<file path="src/rtl/dtb_pkg.sv">
package dtb_pkg;
    localparam int DEF_PC_W  = 32;
    localparam int DEF_CNT_W = 12;
    localparam int DEF_DEPTH = 16;
endpackage

</file>
<file path="src/rtl/dtb_cyc_ctr.sv">
module dtb_cyc_ctr #(
    parameter int CNT_W = 12
) (
    input  logic             clk,
    input  logic             rst_n,
    input  logic             run_i,
    input  logic             evt_i,
    input  logic             clr_i,
    output logic [CNT_W-1:0] cnt_o
);
    localparam logic [CNT_W-1:0] MAXV = {CNT_W{1'b1}};

    typedef struct packed {
        logic [CNT_W-1:0] cnt;
    } st_t;

    st_t st_d, st_q;

    always_comb begin
        st_d = st_q;
        if (clr_i || evt_i) begin
            st_d.cnt = CNT_W'(1);
        end else if (run_i && st_q.cnt != MAXV) begin
            st_d.cnt = st_q.cnt + CNT_W'(1);
        end
    end

    always_ff @(posedge clk or negedge rst_n) begin
        if (!rst_n) st_q <= '0;
        else        st_q <= st_d;
    end

    assign cnt_o = st_q.cnt;

    // the counter stays at its ceiling
    a_r3_saturates: assert property (@(posedge clk) disable iff (!rst_n)
        (run_i && !evt_i && !clr_i && cnt_o == MAXV) |=> cnt_o == MAXV);
    // the counter restarts after a record or a clear
    a_r2_restart: assert property (@(posedge clk) disable iff (!rst_n)
        (evt_i || clr_i) |=> cnt_o == CNT_W'(1));
    // the counter pauses while frozen
    a_r6_pause: assert property (@(posedge clk) disable iff (!rst_n)
        (!run_i && !evt_i && !clr_i) |=> $stable(cnt_o));
endmodule

</file>
<file path="src/rtl/dtb_store.sv">
module dtb_store #(
    parameter int PC_W  = 32,
    parameter int CNT_W = 12,
    parameter int DEPTH = 16
) (
    input  logic                       clk,
    input  logic                       rst_n,
    input  logic                       wr_i,
    input  logic                       clr_i,
    input  logic [PC_W-1:0]            src_i,
    input  logic [PC_W-1:0]            dst_i,
    input  logic [CNT_W-1:0]           delta_i,
    input  logic [$clog2(DEPTH)-1:0]   rd_idx_i,
    output logic [PC_W-1:0]            rd_src_o,
    output logic [PC_W-1:0]            rd_dst_o,
    output logic [CNT_W-1:0]           rd_delta_o,
    output logic                       rd_valid_o,
    output logic [$clog2(DEPTH+1)-1:0] count_o
);
    localparam int IDX_W = $clog2(DEPTH);
    localparam int CW    = $clog2(DEPTH+1);
    localparam int EW    = 2*PC_W + CNT_W;
    localparam logic [CW-1:0] FULL = CW'(DEPTH);

    typedef struct packed {
        logic [DEPTH-1:0][EW-1:0] mem;
        logic [IDX_W-1:0]         wptr;
        logic [CW-1:0]            cnt;
    } st_t;

    st_t st_d, st_q;
    logic [IDX_W-1:0] phys;
    logic [EW-1:0]    rd_ent;

    always_comb begin
        st_d = st_q;
        if (clr_i) begin
            st_d.wptr = '0;
            st_d.cnt  = '0;
        end else if (wr_i) begin
            st_d.mem[st_q.wptr] = {src_i, dst_i, delta_i};
            st_d.wptr = st_q.wptr + IDX_W'(1);
            if (st_q.cnt != FULL) st_d.cnt = st_q.cnt + CW'(1);
        end
    end

    always_ff @(posedge clk or negedge rst_n) begin
        if (!rst_n) st_q <= '0;
        else        st_q <= st_d;
    end

    // oldest record sits count places behind the write pointer
    always_comb begin
        phys   = st_q.wptr - IDX_W'(st_q.cnt) + rd_idx_i;
        rd_ent = st_q.mem[phys];
    end

    assign rd_src_o   = rd_ent[EW-1 -: PC_W];
    assign rd_dst_o   = rd_ent[CNT_W +: PC_W];
    assign rd_delta_o = rd_ent[CNT_W-1:0];
    assign rd_valid_o = CW'(rd_idx_i) < st_q.cnt;
    assign count_o    = st_q.cnt;

    // count never exceeds the depth
    a_r4_bounded: assert property (@(posedge clk) disable iff (!rst_n)
        st_q.cnt <= FULL);
    // a full buffer stays full while records keep arriving
    a_r4_full_holds: assert property (@(posedge clk) disable iff (!rst_n)
        (st_q.cnt == FULL && wr_i && !clr_i) |=> st_q.cnt == FULL);
    // each write advances the pointer by one
    a_r1_ptr_step: assert property (@(posedge clk) disable iff (!rst_n)
        (wr_i && !clr_i) |=> st_q.wptr == $past(st_q.wptr) + IDX_W'(1));
endmodule

</file>
<file path="src/rtl/disc_trace_buf.sv">
module disc_trace_buf #(
    parameter int PC_W  = dtb_pkg::DEF_PC_W,
    parameter int CNT_W = dtb_pkg::DEF_CNT_W,
    parameter int DEPTH = dtb_pkg::DEF_DEPTH
) (
    input  logic                       clk,
    input  logic                       rst_n,
    input  logic [PC_W-1:0]            pc_i,
    input  logic                       disc_i,
    input  logic [PC_W-1:0]            tgt_i,
    input  logic                       freeze_i,
    input  logic                       clr_i,
    input  logic [$clog2(DEPTH)-1:0]   rd_idx_i,
    output logic [PC_W-1:0]            rd_src_o,
    output logic [PC_W-1:0]            rd_dst_o,
    output logic [CNT_W-1:0]           rd_delta_o,
    output logic                       rd_valid_o,
    output logic [$clog2(DEPTH+1)-1:0] count_o
);
    logic             rec;
    logic [CNT_W-1:0] delta;

    // clear outranks a strobe; freeze masks it
    assign rec = disc_i && !freeze_i && !clr_i;

    dtb_cyc_ctr #(.CNT_W(CNT_W)) u_ctr (
        .clk   (clk),
        .rst_n (rst_n),
        .run_i (!freeze_i),
        .evt_i (rec),
        .clr_i (clr_i),
        .cnt_o (delta)
    );

    dtb_store #(.PC_W(PC_W), .CNT_W(CNT_W), .DEPTH(DEPTH)) u_store (
        .clk        (clk),
        .rst_n      (rst_n),
        .wr_i       (rec),
        .clr_i      (clr_i),
        .src_i      (pc_i),
        .dst_i      (tgt_i),
        .delta_i    (delta),
        .rd_idx_i   (rd_idx_i),
        .rd_src_o   (rd_src_o),
        .rd_dst_o   (rd_dst_o),
        .rd_delta_o (rd_delta_o),
        .rd_valid_o (rd_valid_o),
        .count_o    (count_o)
    );

    // frozen cycles leave the count untouched
    a_r6_freeze_holds: assert property (@(posedge clk) disable iff (!rst_n)
        (freeze_i && !clr_i) |=> $stable(count_o));
    // clear empties the buffer
    a_r7_clear_empties: assert property (@(posedge clk) disable iff (!rst_n)
        clr_i |=> count_o == '0);
    // valid flag agrees with the count
    a_r5_valid_range: assert property (@(posedge clk) disable iff (!rst_n)
        (count_o == '0) |-> !rd_valid_o);
endmodule

</file>
<file path="config.mk">
export PLATFORM = sky130hd
export DESIGN_NAME = disc_trace_buf
export DESIGN_NICKNAME = d
export VERILOG_FILES = /design/src/rtl/dtb_pkg.sv /design/src/rtl/dtb_cyc_ctr.sv /design/src/rtl/dtb_store.sv /design/src/rtl/disc_trace_buf.sv
export SDC_FILE = /design/constraint.sdc
export NUM_CORES = 2
export LEC_CHECK = 0
export BUFFER_PORTS_ARGS = -buffer_cell sky130_fd_sc_hd__clkbuf_2
export CAP_MARGIN = 20
export CORE_MARGIN = 4
export CORE_UTILIZATION = 55
export CTS_BUF_LIST = sky130_fd_sc_hd__clkbuf_8
export DETAILED_ROUTE_END_ITERATION = 10
export GPL_TIMING_DRIVEN = 0
export PLACE_DENSITY = 0.74
export SLEW_MARGIN = 20
export SYNTH_ARGS = -nofsm -noshare
export SYNTH_HDL_FRONTEND = slang
export SYNTH_SLANG_ARGS = --single-unit
export TNS_END_PERCENT = 30
</file>
<file path="constraint.sdc">
create_clock -name clk -period 3.73 [get_ports clk]
set_input_delay 0.746 -clock clk [delete_from_list [all_inputs] [get_ports clk]]
set_output_delay 0.746 -clock clk [all_outputs]
set_load 0.01 [all_outputs]
</file>
==> Word level (Yosys, flattened, before mapping) <==
Cells that the tools add are included.
{ "totals": {"mem_count": 0, "out_inout_bits": 82, "ram_bits": 0, "register_bits": 1237, "romBits": 0, "latch_bits": 0} }
{ "classes": {"shifts": 0, "addsub": 5, "div_mod_pow": 0, "n_reduce_logical": 12, "magnitude_cmp": 4, "eq_ne": 2, "bitwise_logic": 1, "mul": 0, "mux": 10} }
{ "ops": {"columns": ["operator", "n"], "rows": [
  ["bitwise mux 1216 bit", 1],
  ["binary-select mux 76 bit (select 4 bit)", 1],
  ["demux 76 bit (select 4 bit)", 1],
  ["two-way mux 76 bit", 2],
  ["two-way mux 12 bit", 2],
  ["two-way mux 9 bit", 2],
  ["adder 12 x 1 -> 12 bit, second input constant", 1],
  ["!= test 12 bit, second input constant", 1],
  ["less-than comparator 4 x 5 -> 1 bit, second input constant", 2],
  ["nonzero test 2 bit", 3],
  ["adder 5 x 1 -> 5 bit, second input constant", 1],
  ["less-than comparator 4 x 5 -> 1 bit", 1],
  ["two-way mux 5 bit", 1],
  ["!= test 5 bit, second input constant", 1],
  ["adder 4 x 1 -> 4 bit, second input constant", 1],
  ["adder 4 bit", 1],
  ["greater-or-equal comparator 4 x 1 -> 1 bit, second input constant", 1],
  ["logical AND 1 bit", 4],
  ["AND reduction 2 bit", 2],
  ["subtractor 4 bit", 1],
  ["zero test 1 bit", 2],
  ["logical OR 1 bit", 1],
  ["inverter 1 bit", 1]
]} }

==> Logic depth before layout (Yosys ltp) <==
{ "depth": {"word_depth": 5, "depth_mapped": 11, "depth_no_buf": 9} }

==> Modules after synthesis <==
A second synthesis with hierarchy kept.
{ "unflattened": {"hier_cells": 3639, "area_unflattened_um2": 56491.7} }
{ "modules_own_cells": {"columns": ["mod", "area_per_inst_um2", "cells_each", "n_inst"], "rows": [
  ["dtb_store", 55812.3, 3567, 1],
  ["dtb_cyc_ctr", 663.1, 70, 1],
  ["disc_trace_buf", 16.3, 2, 1]
]} }

==> Worst setup path before layout <==
No wires, ideal clock.
{ "synth_path": {"path_kind": "in2out", "start": "in rd_idx_i[1]", "end": "out rd_dst_o[23]", "required_ps": 2984, "path_stages": 10, "path_slack_ps": -185, "arrival_time_ps": 3169, "path_buffers": 3, "cell_sequence": "inv_1 fa_1 inv_1 fa_1 buf_2 clkbuf_1 clkbuf_1 mux4_2 nand3_1 nand4_1"} }
{ "synth_via": {"elab_chain_len": 3} }
{ "synth_lines": {"columns": ["item", "line", "text"], "rows": [
  ["from (decl)", "disc_trace_buf.sv:13", "input logic [$clog2(DEPTH)-1:0] rd_idx_i,"],
  ["adder 4 bit", "dtb_store.sv:54", "phys = st_q.wptr - IDX_W'(st_q.cnt) + rd_idx_i;"],
  ["binary-select mux 76 bit (select 4 bit)", "dtb_store.sv:55", "rd_ent = st_q.mem[phys];"],
  ["two-way mux 76 bit (implied by the code)", "dtb_store.sv:55", null],
  ["to (decl)", "disc_trace_buf.sv:15", "output logic [PC_W-1:0] rd_dst_o,"]
]} }
Every way passes these cells. The select of a mux whose other input is x is not followed.

==> Final worst setup path <==
{ "layout_path": {"start": "reg u_store.st_q[6] in the netlist's numbering", "end": "out rd_dst_o[8]"} }
{ "layout_via": {"elab_chain_len": 4} }
{ "layout_lines": {"columns": ["item", "line", "text"], "rows": [
  ["from (decl)", "dtb_store.sv:31", "st_t st_d, st_q;"],
  ["from (signal assigned)", "dtb_store.sv:49", "else st_q <= st_d;"],
  ["subtractor 4 bit", "dtb_store.sv:54", null],
  ["adder 4 bit", "dtb_store.sv:54", null],
  ["binary-select mux 76 bit (select 4 bit)", "dtb_store.sv:55", null],
  ["two-way mux 76 bit (implied by the code)", "dtb_store.sv:55", null]
]} }
Every way passes these cells. The select of a mux whose other input is x is not followed.

==> results by stage <==
Critical path:
- The critical setup path kind is flip-flop to output port.
- Tracing the worst setup path back leads to its startpoint at u_store.st_q[6].
- The worst register-to-register path has a depth of 7.
- Along the worst path, the maximum fanout reaches 7.
- The worst setup path is captured at an output port.
- The startpoint kind of the worst setup timing path is a flip-flop.
- The biggest cell delay along the critical path is between 0.5 and 0.6 ns.
- At the worst endpoint, the required time is between 2 and 3 ns.
- The worst setup path endpoint is rd_dst_o[8].
- On the critical path, the stage with the largest delay is an instance of sky130_fd_sc_hd__fa_2.
- The data arrival time of the critical path is just under 4 ns.
- Traced cell by cell, the critical path runs through inv_2 > fa_1 > inv_2 > fa_2 > buf_12 > buf_12 > clkbuf_16 > clkbuf_16 > mux4_2 > nand3_2 > nand4_1 > buf_2.
- The register-to-register path setup slack is 0.72 ns.
- The worst register-to-register path begins at u_store.st_q[5].
- In this run the critical register-to-register path is captured at u_store.st_q[1219].

GRT:
- The global-route usage over all layers is 0.268.
- The initial antenna violation count is 10.
- The via count of the first global-routing pass is between 30000 and 40000.
- The global-route congestion overflow total is 0.
- The first global-routing pass estimated 219000 um of wire.
- Entering global routing, the biggest net connects 93 pins.

Logic synthesis:
- The adder and majority cell fraction of the synthesized area is 0.00418.
- The post-synthesis instance total is 3651.
- The compound-gate portion of the synthesized area is 0.00271.
- The fraction of the mapped netlist area in simple logic gates is 0.0432.
- The synthesized area divided by synthesized cell count is ~15 um2.
- The flip-flop and latch count after synthesis is 1237.
- The share of the synthesized netlist area taken by xor and xnor gates is 0.00358.
- After synthesis the cells add up to around 56000 um2.
- During synthesis, Yosys emitted a total of 0 warnings.
- After synthesis, the share of cell area in mux cells is 0.365.
- Yosys mapped the design onto 37 distinct sky130hd cell types.
- The synthesized netlist net count is between 3000 and 4000.
- The largest family of logic cells by synthesized area is multiplexers.
- The sequential area share after synthesis is 0.550.

Die:
- The die is approximately 330 um tall.
- In this run the horizontal extent of the chip is approximately 330 um.
- Row generation in the floorplan step produced 117 rows.
- The floorplan step defined a die boundary enclosing between 100000 and 150000 um2.
- The initial standard-cell utilization of the core is 0.553.
- The placeable core region is approximately 100000 um2.
- For this design the top-level I/O count stands at roughly 160.

Timing:
- The count of final hold-check violations is 0.
- The worst slew slack as a fraction of its limit is 0.461.
- The worst-margin pin slew is 0.806 ns.
- The smallest clock period supported by the final layout is computed as approximately 4.7 ns.
- Static timing analysis puts the maximum clock frequency at 0.212 GHz.
- Setup violations remaining at the end of the flow were counted as between 70 and 80.
- Dividing the final minimum period by the clock period gives 1.26.
- The post-route setup TNS is -66.17 ns.
- The number of max-slew violations in the final report was 0.
- Setup repair after global routing could not meet its margin everywhere.
- The worst path setup slack after routing is -0.986 ns.
- Between clock sinks in the finished design, the worst skew comes to approximately 0.059 ns.

Outcome:
- The run finished, with violations left.
- The final reports fail on negative setup slack.

Place:
- Timing analysis after detailed placement gives a worst setup slack of -1.69 ns.
- Detailed placement ended at an HPWL of slightly above 90000 um.
- During placement, the flow inserted port buffers numbering approximately 150.
- The final RePlAce weighted congestion is just over 0.8.

Cells and area:
- The area added between synthesis and finish is 16.3%.
- Once layout is complete, the utilization of the core stands at 0.643.
- The net count reported at finish is between 4000 and 5000.
- Of the cells placed in the final design, the portion with a size suffix greater than 1 is 0.559.
- The most frequent standard cell in the layout excluding fill and tap cells is sky130_fd_sc_hd__dfrtp_1.
- In the layout the commonest cells are sky130_fd_sc_hd__dfrtp_1, sky130_fd_sc_hd__mux2_2, sky130_fd_sc_hd__mux4_2, sky130_fd_sc_hd__clkbuf_8, sky130_fd_sc_hd__nand3_1.

Clock tree:
- The number of H-tree branching levels is 4.
- Clock-pin slew was measured on the worst setup and hold paths at approximately 0.060 ns.
- The number of clock sinks seen by CTS is ~1200.
- The clock reaches the later pin of the worst-skew pair after around 0.88 ns.
- In this run, CTS created clock tree buffers numbering 201.
- TritonCTS built the clock tree.
- The master cell of the clock root buffer is sky130_fd_sc_hd__clkbuf_8.
- No sink is reached through more buffers than the 3 on the longest clock path.

Detailed routing:
- The number of DRC markers in iteration 0 is 2626.
- In the final routed layout, each cell accounts on average for ~26 um.
- The number of iterations in the first detailed-routing pass is 5.
- The total wirelength of the detailed-routed design is around 140000 um.
- In this run the remaining antenna-violating nets after routing total 0.
- The mean number of vias per cell is a little over 6.
- After detailed routing, the number of remaining DRC violations is 0.
- The detailed router placed 34300 vias in this run.

Power and ir drop:
- The clock share of power is 0.378.
- Of the total power, registers draw 0.448.
- The internal power is between 0.02 and 0.025 W.
- Of the total power, combinational logic draws 0.174.
- The total power after layout is between 0.03 and 0.04 W.
- The switching fraction of total power is 0.276.
- In this run the static leakage power is 32.1 nW.
- The reported net switching power is approximately 0.0087 W.
- The maximum ir drop on the vdd rail is ~0.35 mV.
- Dividing total power by cell area gives a power density of 483 nW/um2.

Worst hold path:
- The type of the worst min-delay path is primary input to flip-flop.

Flow run:
- The reported max-cap violation count is 0.
[stage by stage]
step	cell area (um2)	instances	hold WS [ns]
finish	65500	5602	0.203
global route	65500	5601	0.173
CTS	64900	5565	0.119
detailed placement	59300	5190	0.487
global placement	58800	5173	0.481
floorplan	56300	3651	0.450
[logic make-up after synthesis]
logic type | Yosys count
flops | 1237
mux | 1520
simple gates | 465
xor+xnor | 17
buf+inv | 371
fa+ha+maj | 17
compound gates | 24
[area by class of cell]
cell class / count / area, um2
antenna: 3 / 7.51
buffer: 352 / 2710
clock buffer: 267 / 3670
clock inverter: 88 / 475
fill: 7318 / 36300
inverter: 14 / 52.6
multi-input combinational: 2043 / 23900
sequential: 1237 / 31000
tap: 1368 / 1710
timing repair buffer: 230 / 2000
[power groups by stage]
stage                     logic (W)  registers, W  clock network (W)
after floorplan             0.00262        0.0143                  0
final                       0.00551        0.0141             0.0119
after detailed placement    0.00439        0.0144                  0
after global routing        0.00580        0.0142             0.0128
after global placement      0.00425        0.0144                  0
after CTS                   0.00517        0.0141             0.0122
[synth_stat cells (all sizes together)]
cell    count  area (um2)
a21o        4        30.0
a21oi       9        56.3
a22oi       2        15.0
a31oi       2        12.5
a41oi       1        8.76
and2b       1        7.51
and3        3        18.8
and4        3        26.3
buf       193        1090
clkbuf    164         616
dfrtp    1237       31000
fa          3        60.1
ha         14         175
inv        14        52.6
mux2     1216       13700
mux4      304        6850
nand2      22        82.6
nand2b      3        26.3
nand3     316        1580
nand4      83         519
nand4b      2        17.5
nor2       22        85.1
nor2b       2        12.5
nor3        3        15.0
nor3b       1        12.5
o21ai       6        30.0
or2         1        6.26
or3         3        18.8
xnor2       9         116
xor2        8        85.1
[layer usage]
layer  vias to the layer above  global-route usage  wire length (um)
li1                      14500                   -                 -
met3                       315              0.0538              8680
met4                         6              0.0943              4730
met1                     18400               0.374             61200
met5                         -                   0                46
met2                      1038               0.424             68600
[worst min-delay path by stage]
| stage | slack [ns] | from | endpoint | cells after the start |
|---|---|---|---|---|
| 2_1_floorplan | 0.45 | rst_n | u_ctr.cnt_o[0] | 0 |
| 3_3_place_gp | 0.48 | u_store.st_q[794] | u_store.st_q[794] | 1 |
| 3_5_place_dp | 0.49 | u_store.st_q[825] | u_store.st_q[825] | 1 |
| 4_1_cts | 0.12 | pc_i[20] | u_store.st_q[985] | 2 |
| 5_1_grt | 0.17 | pc_i[20] | u_store.st_q[73] | 2 |
| 6_report | 0.20 | pc_i[20] | u_store.st_q[985] | 2 |
[repair_timing]
| action | CTS | global route |
|---|---|---|
| cloned | 3 | 5 |
| pin swaps | 59 | 42 |
| gates resized for setup | 293 | 66 |
| buffers inserted | 18 | 32 |
| setup endpoints to repair | 76 | 76 |
| endpoints found under the hold margin | 52 | 0 |
| hold buffers | 1 | 0 |
[sequential cells by signal, summed over array words and instances (netlist names)]
signal,cells
u_store.st_q,1220
u_ctr.cnt_o,12
u_store.count_o,5
[critical path, delay by kind of cell, from the launching register on]
| family | cells | cell delay, ns |
|---|---|---|
| and+or+nand+nor | 2 | 0.34 |
| adders and majority gates | 2 | 1.04 |
| buffers and inverters | 7 | 1.00 |
| DFF | 1 | 0.37 |
| muxes | 1 | 0.34 |
No activity file was read; power rests on OpenSTA's default activity.
